$ cat src/rtl/gtc_pkg.sv
package gtc_pkg;

    localparam int DEF_WIDTH = 16;
    localparam int DEF_CNT_W = 16;

    typedef struct packed {
        logic c;
        logic d;
    } msb_pair_t;

    typedef enum logic [1:0] {
        DEC_TIE  = 2'b00,
        DEC_C_HI = 2'b01,
        DEC_D_HI = 2'b10
    } msb_dec_e;

    function automatic msb_dec_e classify(input msb_pair_t p);
        msb_dec_e r;
        if (p.c && !p.d)      r = DEC_C_HI;
        else if (!p.c && p.d) r = DEC_D_HI;
        else                  r = DEC_TIE;
        return r;
    endfunction

endpackage

$ cat src/rtl/gtc_precompute.sv
module gtc_precompute
    import gtc_pkg::*;
(
    input  logic      in_valid,
    input  msb_pair_t msb_in,
    output logic      lower_load,
    output logic      skip_pulse
);
    logic top_match;

    always_comb begin
        top_match  = ~(msb_in.c ^ msb_in.d);
        lower_load = in_valid & top_match;
        skip_pulse = in_valid & ~top_match;
    end

endmodule

$ cat src/rtl/gtc_opbank.sv
module gtc_opbank
    import gtc_pkg::*;
#(
    parameter int LW = 15
) (
    input  logic          clk,
    input  logic          rst,
    input  logic          in_valid,
    input  logic          lower_load,
    input  msb_pair_t     msb_in,
    input  logic [LW-1:0] c_lo_in,
    input  logic [LW-1:0] d_lo_in,
    output msb_pair_t     msb_q,
    output logic [LW-1:0] c_lo_q,
    output logic [LW-1:0] d_lo_q,
    output logic          stage_valid
);
    always_ff @(posedge clk) begin
        if (rst) begin
            msb_q       <= '0;
            stage_valid <= 1'b0;
        end else begin
            stage_valid <= in_valid;
            if (in_valid) msb_q <= msb_in;
        end
    end

    always_ff @(posedge clk) begin
        if (rst) begin
            c_lo_q <= '0;
            d_lo_q <= '0;
        end else if (lower_load) begin
            c_lo_q <= c_lo_in;
            d_lo_q <= d_lo_in;
        end
    end

    assert_lower_hold_R5: assert property (@(posedge clk) disable iff (rst)
        (!in_valid || (msb_in.c != msb_in.d)) |=> ($stable(c_lo_q) && $stable(d_lo_q)));

endmodule

$ cat src/rtl/gtc_lower_cmp.sv
module gtc_lower_cmp #(
    parameter int LW = 15
) (
    input  logic [LW-1:0] a,
    input  logic [LW-1:0] b,
    output logic          a_gt_b
);
    logic [LW:0] gt_chain;

    assign gt_chain[0] = 1'b0;

    generate
        for (genvar i = 0; i < LW; i++) begin : g_bit
            logic bit_gt, bit_eq;
            assign bit_gt          = a[i] & ~b[i];
            assign bit_eq          = ~(a[i] ^ b[i]);
            assign gt_chain[i + 1] = bit_gt | (bit_eq & gt_chain[i]);
        end
    endgenerate

    assign a_gt_b = gt_chain[LW];

endmodule

$ cat src/rtl/gtc_skip_counter.sv
module gtc_skip_counter #(
    parameter int CNT_W = 16
) (
    input  logic             clk,
    input  logic             rst,
    input  logic             inc,
    output logic [CNT_W-1:0] count
);
    localparam logic [CNT_W-1:0] CNT_MAX = '1;

    always_ff @(posedge clk) begin
        if (rst)                          count <= '0;
        else if (inc && count != CNT_MAX) count <= count + 1'b1;
    end

    assert_idle_hold_R5: assert property (@(posedge clk) disable iff (rst)
        !inc |=> $stable(count));
    assert_step_one_R5: assert property (@(posedge clk) disable iff (rst)
        (inc && count != CNT_MAX) |=> (count == $past(count) + 1'b1));
    assert_no_wrap_R8: assert property (@(posedge clk) disable iff (rst)
        (count == CNT_MAX) |=> (count == CNT_MAX));

endmodule

$ cat src/rtl/gt_precomp_cmp.sv
module gt_precomp_cmp
    import gtc_pkg::*;
#(
    parameter int WIDTH = DEF_WIDTH,
    parameter int CNT_W = DEF_CNT_W
) (
    input  logic             clk,
    input  logic             rst,
    input  logic             in_valid,
    input  logic [WIDTH-1:0] op_c,
    input  logic [WIDTH-1:0] op_d,
    output logic             out_valid,
    output logic             out_gt,
    output logic [CNT_W-1:0] skip_count
);
    localparam int LW = WIDTH - 1;

    msb_pair_t     msb_in, msb_q;
    logic          lower_load, skip_pulse, stage_valid, lo_gt, result;
    logic [LW-1:0] c_lo_q, d_lo_q;
    msb_dec_e      dec_q;

    assign msb_in.c = op_c[WIDTH-1];
    assign msb_in.d = op_d[WIDTH-1];

    gtc_precompute u_pre (
        .in_valid  (in_valid),
        .msb_in    (msb_in),
        .lower_load(lower_load),
        .skip_pulse(skip_pulse)
    );

    gtc_opbank #(.LW(LW)) u_bank (
        .clk        (clk),
        .rst        (rst),
        .in_valid   (in_valid),
        .lower_load (lower_load),
        .msb_in     (msb_in),
        .c_lo_in    (op_c[LW-1:0]),
        .d_lo_in    (op_d[LW-1:0]),
        .msb_q      (msb_q),
        .c_lo_q     (c_lo_q),
        .d_lo_q     (d_lo_q),
        .stage_valid(stage_valid)
    );

    gtc_lower_cmp #(.LW(LW)) u_lo (
        .a     (c_lo_q),
        .b     (d_lo_q),
        .a_gt_b(lo_gt)
    );

    gtc_skip_counter #(.CNT_W(CNT_W)) u_cnt (
        .clk  (clk),
        .rst  (rst),
        .inc  (skip_pulse),
        .count(skip_count)
    );

    always_comb begin
        dec_q = classify(msb_q);
        unique case (dec_q)
            DEC_C_HI: result = 1'b1;
            DEC_D_HI: result = 1'b0;
            default:  result = lo_gt;
        endcase
    end

    always_ff @(posedge clk) begin
        if (rst) begin
            out_valid <= 1'b0;
            out_gt    <= 1'b0;
        end else begin
            out_valid <= stage_valid;
            out_gt    <= stage_valid & result;
        end
    end

    assert_latency_R1: assert property (@(posedge clk) disable iff (rst)
        in_valid |-> ##2 out_valid);
    assert_c_top_wins_R2: assert property (@(posedge clk) disable iff (rst)
        (in_valid && op_c[WIDTH-1] && !op_d[WIDTH-1]) |-> ##2 out_gt);
    assert_d_top_wins_R3: assert property (@(posedge clk) disable iff (rst)
        (in_valid && !op_c[WIDTH-1] && op_d[WIDTH-1]) |-> ##2 !out_gt);
    assert_equal_low_R4: assert property (@(posedge clk) disable iff (rst)
        (in_valid && op_c == op_d) |-> ##2 !out_gt);
    assert_quiet_flag_R6: assert property (@(posedge clk) disable iff (rst)
        !out_valid |-> !out_gt);

endmodule

$ cat config.mk
export PLATFORM = sky130hd
export DESIGN_NAME = gt_precomp_cmp
export DESIGN_NICKNAME = d
export VERILOG_FILES = /design/src/rtl/gtc_pkg.sv /design/src/rtl/gtc_precompute.sv /design/src/rtl/gtc_opbank.sv /design/src/rtl/gtc_lower_cmp.sv /design/src/rtl/gtc_skip_counter.sv /design/src/rtl/gt_precomp_cmp.sv
export SDC_FILE = /design/constraint.sdc
export NUM_CORES = 1
export LEC_CHECK = 0
export ABC_AREA = 0
export BUFFER_PORTS_ARGS = -buffer_cell sky130_fd_sc_hd__clkbuf_2
export CAP_MARGIN = 20
export CORE_MARGIN = 1
export CORE_UTILIZATION = 39
export CTS_CLUSTER_SIZE = 10
export DETAILED_ROUTE_END_ITERATION = 8
export SLEW_MARGIN = 10
export SYNTH_ARGS = -nofsm -noshare
export SYNTH_HDL_FRONTEND = slang
export SYNTH_SLANG_ARGS = --single-unit
$ cat constraint.sdc
create_clock -name clk -period 2.8 [get_ports clk]
set_clock_uncertainty 0.15 [all_clocks]
set_input_delay 0.56 -clock clk [delete_from_list [all_inputs] [get_ports clk]]
set_output_delay 0.56 -clock clk [all_outputs]
set_load 0.1 [all_outputs]
======== Word level (Yosys, flattened, before mapping) ========
Index checks and enable logic that the tools add are counted.
storage, ports and cells
  logic and storage cells ................. 111
  output and inout port bits .............. 18
  bits in registers ....................... 51
operators by class
  muxes and demuxes ....................... 3
  reductions and logical operators ........ 5
  bitwise logic cells ..................... 91
  equality and inequality tests ........... 3
  $add $sub $neg .......................... 1
operators by type and width
  operator                 count
  $and A1 B1 Y1            32
  $not A1 Y1               30
  $add A16 B1 Y16 const B  1
  $ne A16 B16 Y1 const B   1
  $xor A1 B1 Y1            15
  $or A1 B1 Y1             14
  $mux W2                  2
  $logic_and A1 B1 Y1      3
  $eq A2 B1 Y1 const B     1
  $eq A2 B2 Y1 const B     1
  $logic_not A1 Y1         2
  $pmux W1 S2              1

======== Logic depth before layout (Yosys ltp) ========
Gate-level depths: netlist of run 1.
  word-level depth ........................ 32
  depth in mapped cells ................... 7

======== Modules after synthesis ========
From an unflattened synthesis of run 1, not the netlist that was laid out.
second synthesis, totals
  cells, all modules ...................... 259
  area total of the unflattened synthesis .. 2489.9 um2
modules (own cells, without submodules)
  module            cells each  seq. area each (um2)  area each (um2)  instances
  gtc_opbank        106         660.6                 1197.4           1
  gtc_skip_counter  99          320.3                 848.3            1
  gtc_lower_cmp     43          0.0                   340.3            1
  gt_precomp_cmp    7           40.0                  81.3             1
  gtc_precompute    4           0.0                   22.5             1

======== Worst setup path after synthesis of run 1 ========
Ideal clock, no wire load.
  path kind ............................... flip-flop to flip-flop
  start ................................... register u_cnt.count[0]
  end ..................................... register u_cnt.count[1]
  arrival time ............................ 2341 ps
  required time ........................... 2579 ps
  path buffers ............................ 2
  stages on the path, launching flop included .. 8
  slack ................................... 238 ps
  clock period less this slack ............ 2562 ps
  cell sequence ........................... dfxtp_1 -> ha_1 -> and3_1 -> and4_4 -> buf_2 -> buf_4 -> o21ai_0 -> a21oi_1
between the ends
  word-level cells in the longest chain between the ends .. 2
RTL lines
  item                                                     line                    RTL
  start, declared                                          gtc_skip_counter.sv:7   output logic [CNT_W-1:0] count
  start signal, assigned                                   gtc_skip_counter.sv:13  else if (inc && count != CNT_MAX) count <= count + 1'b1;
  branches (longest 2 deep; another with $add A16 B1 Y16)  -
Several ways; the timed one is not identified.
A chain may end at the register's enable or synchronous reset.

======== Worst setup path after layout of run 1 ========
  start ................................... register u_bank.d_lo_q[10]
  end ..................................... register out_gt
between the ends
  word-level cells in the longest chain between the ends .. 14
RTL lines
  item                    line                  RTL
  start, declared         gtc_opbank.sv:15      output logic [LW-1:0] d_lo_q,
  start signal, assigned  gtc_opbank.sv:34      d_lo_q <= d_lo_in;
  $xor A1 B1 Y1           gtc_lower_cmp.sv:16   assign bit_eq = ~(a[i] ^ b[i]);
  $not A1 Y1              gtc_lower_cmp.sv:16
  $and A1 B1 Y1           gtc_lower_cmp.sv:17   assign gt_chain[i + 1] = bit_gt | (bit_eq & gt_chain[i]);
  $or A1 B1 Y1 *          gtc_lower_cmp.sv:17
  $and A1 B1 Y1 *         gtc_lower_cmp.sv:17
  $or A1 B1 Y1 *          gtc_lower_cmp.sv:17
  $and A1 B1 Y1 *         gtc_lower_cmp.sv:17
  $or A1 B1 Y1 *          gtc_lower_cmp.sv:17
  $and A1 B1 Y1 *         gtc_lower_cmp.sv:17
  $or A1 B1 Y1 *          gtc_lower_cmp.sv:17
  $and A1 B1 Y1 *         gtc_lower_cmp.sv:17
  $or A1 B1 Y1 *          gtc_lower_cmp.sv:17
  $pmux W1 S2 *           gt_precomp_cmp.sv:62  unique case (dec_q)
  $and A1 B1 Y1 *         gt_precomp_cmp.sv:75  out_gt <= stage_valid & result;
  end signal, assigned    gt_precomp_cmp.sv:75
  end, declared           gt_precomp_cmp.sv:13  output logic out_gt,
Every way passes the cells marked *; elsewhere a longest branch is shown, timed or not.

==> out/qor.yml, run 1 <==
status: "finished, final reports clean"
wl_per_cell_um: 12.7
rows: 28
p_per_area_nw_per_um2: 528
ff2ff_setup_slack_ns: 0.66
synth_top_family_by_area: "simple AND/OR/NAND/NOR gates"
hold_class: "flop to flop"
async_flop_share_pct: 0
max_freq_mhz: 466
synthAdderAreaFrac_pct: 8.26
core_area_um2: 5960
syn_inst: 287
grt_overflow: 0
cts_max_level: 2
path_class: "flop to flop"
vdd_drop_max_uv: 260
leakagePower_nw: 1.14
crit_path_start_kind: "flop"
ys.warnings.count: 0
ant_nets: 0
viasPerCell: 5.18
finalMaxSlewViolations: 0
finalPower_mw: 1.51
grt_pass1_wl_mm: 8.77
synth-seq-cells: 51
rsz0062_at_grt: "false"
ctsResizeCount: 0
cp.arrival_ns: 2.20
hpwl_mm: 3.70
clock_path_buffers: 2
finalWeightedCongestion: 0.763
hold_violations: 0
wl_mm: 5.17
grt_max_degree: 31
clkLatencyLatePin_ns: 0.30
cts_hold_buf: 0
post_cts_buffers: 0
synth-edff-count: 0
clock-sinks: 51
synth-compound-area-share_pct: 18.1
drtPass1Iterations: 4
drc_errors: 0
worstMarginPinSlew_ns: 0.632
globalRouteTotalUtil_pct: 17.3
final.period_utilization_pct: 76.6
cts_tree: "done"
die_y_um: 80.8
first_global_vias: 1901
setup_viol: 0
vias: 2113
path_max_fanout: 2
relSlewSlack_pct: 56.7
antenna_found_initial: 0
initial_core_util_pct: 40.7
ys.flop_type: "dfxtp_1"
io_pins: 53
io_buffers: 52
yosysUniqueCellTypes: 37
ys_seq_area_share_pct: 42.1
area_growth_pct: 17.8
synth_simple_gate_area_share_pct: 22.7
synth_mux_area_share_pct: 1.76
fin_tns_setup_ns: 0
worstPathRequired_ns: 2.86
min_period_ns: 2.14
diodes: 0
endpoint_kind: "flop"
drive_gt1_share_pct: 21.9
avgSynthCellArea_um2: 8.44
nets: 383
clk_pin_slew_worst_paths_ns: 0.09
cts_inserted_buffers: 5
syn_area_um2: 2420
synthXorXnorAreaFrac_pct: 0.671
synth_nets: 338
dieArea_um2: 6530
drv_cap: 0
drt_iter0_markers: 91
dieWidth_um: 80.8
cts_root_buf: "clkbuf_8"
cell usage after synthesis (all sizes together), types with 2 or more instances:
cell type  count  area, um^2
mux2           2        22.5
and4           4        40.0
ha            16         200
a21oi         45         225
o21a           3        22.5
o21ai          3        15.0
buf            6        45.0
or3            3        18.8
a2111oi        2        17.5
dfxtp         51        1020
nor2           5        18.8
nor4           3        18.8
clkbuf        11        41.3
or4           10        75.1
nand4          4        55.1
nand2         65         244
inv           18        67.6
mux2i          2        20.0
a21o           2        15.0
o31ai         11        82.6
o2111ai        3        26.3
nor2b          2        12.5
nand3          6        30.0
critical path, cell delays in order, from the launching register on:
cell	delay [ns]
dfxtp_1	0.34
inv_1	0.04
ha_1	0.28
a21o_1	0.18
a2111oi_0	0.61
o211ai_1	0.20
a22o_1	0.24
final timing paths:
path | from | to | cells after the start
hold / removal | u_bank.d_lo_q[11] | u_bank.d_lo_q[11] | 2
setup reg to reg | u_bank.d_lo_q[10] | out_gt | 6
hold reg to reg | u_bank.d_lo_q[11] | u_bank.d_lo_q[11] | 2
setup / recovery | u_bank.d_lo_q[10] | out_gt | 6
layout by cell type (no fill, tap or decap), types with 3 or more instances in the layout:
cell type,n
o21ai_0,3
a21oi_1,45
nand2_1,65
o31ai_1,11
clkbuf_2,52
o2111ai_1,3
nor2_1,4
or3_1,3
nor4_1,3
ha_1,16
o21a_1,3
nand3_1,6
clkbuf_8,6
or4_1,10
inv_1,18
dfxtp_1,51
layer usage:
metal  routed length [um]  global-route usage, %  part of all wire, %  up-vias
li1                     -                      -                    -     1098
met3                  174                   3.37                  3.4        7
met2                 2430                   29.1                   47       40
met5                    0                      0                    0        -
met4                   46                   4.82                 0.89        0
met1                 2530                   22.4                   49      968
logic make-up (layout without fill, tap and decap cells):
| family | after synthesis | in the layout |
|---|---|---|
| AOI/OAI and AO/OA | 73 | 73 |
| xor gates and xnor gates | 1 | 1 |
| adders and majority gates | 16 | 16 |
| buffers and inverters | 35 | 81 |
| DFF | 51 | 51 |
| muxes | 4 | 4 |
| and+or+nand+nor | 107 | 107 |
stage by stage:
step                      setup slack, ns  area [um^2]  utilization, %  hold slack, ns  cells
after CTS                           0.663         2850            47.9           0.309    408
after global routing                0.537         2850            47.9           0.306    408
after detailed placement            0.532         2740            45.9           0.298    400
after floorplan                     0.238         2420               -           0.282    287
after global placement              0.460         2710            45.5           0.292    399
final                               0.656         2850            47.9           0.307    408
where the power goes:
part / internal [mW] / switching (mW)
Sequential: 0.755 / 0.0169
Combinational: 0.0799 / 0.120
Clock: 0.290 / 0.246
flip-flops by register name, indices dropped and copies added (netlist names):
name,cells
u_cnt.count,16
u_bank.c_lo_q,15
u_bank.d_lo_q,15
u_bank.msb_q,2
out_gt,1
out_valid,1
u_bank.stage_valid,1
final cells by class:
class | instances | area, um^2
clock buffers | 6 | 82.6
inverters | 18 | 67.6
fillers | 627 | 3100
well taps | 75 | 93.8
clock inverters | 2 | 35.0
repair buffers | 55 | 303
flip-flops and latches | 51 | 1020
multi-input cells | 201 | 1250
No activity file was read; power rests on OpenSTA's default activity.
==> run 2, diff against run 1 <==
==> constraint.sdc (replaced) <==
create_clock -name clk -period 1.9 [get_ports clk]
set_clock_uncertainty 0.15 [all_clocks]
set_input_delay 0.38 -clock clk [delete_from_list [all_inputs] [get_ports clk]]
set_output_delay 0.38 -clock clk [all_outputs]
set_load 0.1 [all_outputs]
==> out/qor.yml, run 2 (same netlist as run 1, synthesis figures left out) <==
die_y_um: 80.8  # unchanged
path_class: "flop to flop"  # unchanged
ant_nets: 0  # unchanged
finalWeightedCongestion: 0.692  # was 0.763
finalPower_mw: 2.17  # was 1.51 mW
hp-start: "op_d[1]"  # was u_bank.d_lo_q[11]
area_growth_pct: 25.5  # was 17.8%
first_global_vias: 1931  # was 1901
io_buffers: 52  # unchanged
drc_errors: 0  # unchanged
internal_power_mw: 1.58  # was 1.12 mW
largest_register_ffs: 16  # unchanged
drive_gt1_share_pct: 32.0  # was 21.9%
reg_top3: "u_cnt.count x16, u_bank.c_lo_q x15, u_bank.d_lo_q x15"  # unchanged
wl_per_cell_um: 12.8  # was 12.7 um
dieWidth_um: 80.8  # unchanged
grt_overflow: 0  # unchanged
core_area_um2: 5960  # unchanged
cts_max_level: 2  # unchanged
endpoint_kind: "flop"  # unchanged
drv_cap: 0  # unchanged
rr_endpoint: "out_gt"  # unchanged
io_pins: 53  # unchanged
initial_core_util_pct: 40.7  # unchanged
worst_slack_ns: 0.0675  # was 0.656 ns
relSlewSlack_pct: 62.5  # was 56.7%
path_max_fanout: 2  # unchanged
comb_power_share_pct: 15.5  # was 13.3%
drtPass1Iterations: 4  # unchanged
critical_path.startpoint: "u_bank.d_lo_q[10]"  # unchanged
cp_cell_sequence: "inv_2 > ha_4 > a21o_1 > a2111oi_4 > buf_4 > o211ai_1 > a22o_1"  # was inv_1 > ha_1 > a21o_1 > a2111oi_0 > o211ai_1 > a22o_1
cp.arrival_ns: 1.89  # was 2.20 ns
whs_endpoint: "u_bank.d_lo_q[1]"  # was u_bank.d_lo_q[11]
p_sw_share_pct: 27.2  # was 25.4%
globalRouteTotalUtil_pct: 16.5  # was 17.3%
finalMaxSlewViolations: 0  # unchanged
cpLargestDelayFamily: "compound AO/OA/AOI/OAI gates"  # unchanged
drt_iter0_markers: 148  # was 91
clk_pin_slew_worst_paths_ns: 0.10  # was 0.09 ns
clkLatencyLatePin_ns: 0.31  # was 0.30 ns
clock_path_buffers: 2  # unchanged
p_per_area_nw_per_um2: 715  # was 528 nW/um^2
min_period_ns: 1.83  # was 2.14 ns
grt_max_degree: 31  # unchanged
vdd_drop_max_uv: 342  # was 260 uV
cpMaxStageDelayCell: "dfxtp_2"  # was a2111oi_0
hpwl_mm: 3.64  # was 3.70 mm
setup_viol: 0  # unchanged
dieArea_um2: 6530  # unchanged
dpl_cell_area_um2: 2880  # was 2740 um^2
clock_power_share_pct: 33.0  # was 35.6%
leakagePower_nw: 1.19  # was 1.14 nW
switchingPower_mw: 0.591  # was 0.383 mW
diodes: 0  # unchanged
max_freq_mhz: 546  # was 466 MHz
crit_path_start_kind: "flop"  # unchanged
cts_root_buf: "clkbuf_8"  # unchanged
r2r_start: "u_bank.d_lo_q[10]"  # unchanged
viasPerCell: 5.16  # was 5.18
rsz0062_at_grt: "true"  # was false
final_common_cell: "nand2_1"  # unchanged
cp_num_buf_inv: 2  # was 1
layout_common_cells: "nand2_1 (65), clkbuf_2 (52), a21oi_1 (45)"  # was nand2_1 (65), clkbuf_2 (52), dfxtp_1 (51)
final.period_utilization_pct: 96.4  # was 76.6%
clock-sinks: 51  # unchanged
hold_class: "input pin to flop"  # was flop to flop
antenna_found_initial: 0  # unchanged
p_seq_share_pct: 51.5  # was 51.2%
regMostFlops: "u_cnt.count"  # unchanged
status: "finished, final reports clean"  # unchanged
fin_area_um2: 3040  # was 2850 um^2
place_ws_ns: -0.0847  # was 0.532 ns
grt_pass1_wl_mm: 8.36  # was 8.77 mm
cts_hold_buf: 0  # unchanged
post_cts_buffers: 0  # unchanged
slowest_delay_ns: 0.35  # was 0.61 ns
reg2reg_depth: 7  # was 6
ff2ff_setup_slack_ns: 0.07  # was 0.66 ns
worstPathRequired_ns: 1.96  # was 2.86 ns
cts_tree: "done"  # unchanged
wl_mm: 5.31  # was 5.17 mm
holdPathStages: 3  # was 2
cts_inserted_buffers: 5  # unchanged
nets: 391  # was 383
hold_violations: 0  # unchanged
rows: 28  # unchanged
worstMarginPinSlew_ns: 0.563  # was 0.632 ns
vias: 2148  # was 2113
[run 2: cell count changes in the layout (fill, tap and decap cells not counted), sizes merged]
cell    change
and4        +1
buf         +7
bufinv      -1
clkinv      +1
[run 2: worst max-delay path by stage]
stage | endpoint | depth (start not counted)
after floorplan | u_cnt.count[2] | 6
after global placement | out_gt | 7
after detailed placement | out_gt | 7
after global routing | out_gt | 7
after CTS | out_gt | 7
final | out_gt | 7
[run 2: power groups by stage]
stage	Clock, mW	Combinational, mW	Sequential [mW]
2_1_floorplan	0	0.172	1.17
3_3_place_gp	0	0.317	1.14
3_5_place_dp	0	0.320	1.14
4_1_cts	0.739	0.331	1.12
5_1_grt	0.775	0.380	1.13
6_report	0.716	0.336	1.12
[run 2: final cells by class]
cell class	count	area (um^2)
fillers	596	2920
multi-input cells	202	1320
flip-flops and latches	51	1090
repair buffers	62	360
clock buffers	6	93.8
well taps	75	93.8
inverters	18	67.6
clock inverters	2	13.8
[run 2: per-layer routing]
| metal | wire length, um | track usage (%) |
|---|---|---|
| met2 | 2490 | 27.8 |
| met5 | 0 | 0 |
| met3 | 197 | 3.03 |
| met1 | 2520 | 20.5 |
| met4 | 97 | 6.96 |
[run 2: repair_timing]
action,4_1_cts,5_1_grt
cloned,0,1
setup endpoints to repair,1,2
pin swaps,3,5
gates resized for setup,5,7
[run 2: stage by stage]
step	std cells	TNS (ns)	utilization (%)	hold WS, ns
after floorplan	287	0	-	0.282
after global placement	407	-0.192	48.3	0.295
after detailed placement	407	-0.272	48.3	0.297
after CTS	415	0	50.3	0.112
after global routing	416	-0.00944	51.0	0.119
final	416	0	51.0	0.121
[run 2: worst register-to-register path, stage by stage, from the launching register on]
cell,delay [ns]
dfxtp_2,0.35
inv_2,0.04
ha_4,0.20
a21o_1,0.18
a2111oi_4,0.33
buf_4,0.16
o211ai_1,0.10
a22o_1,0.22
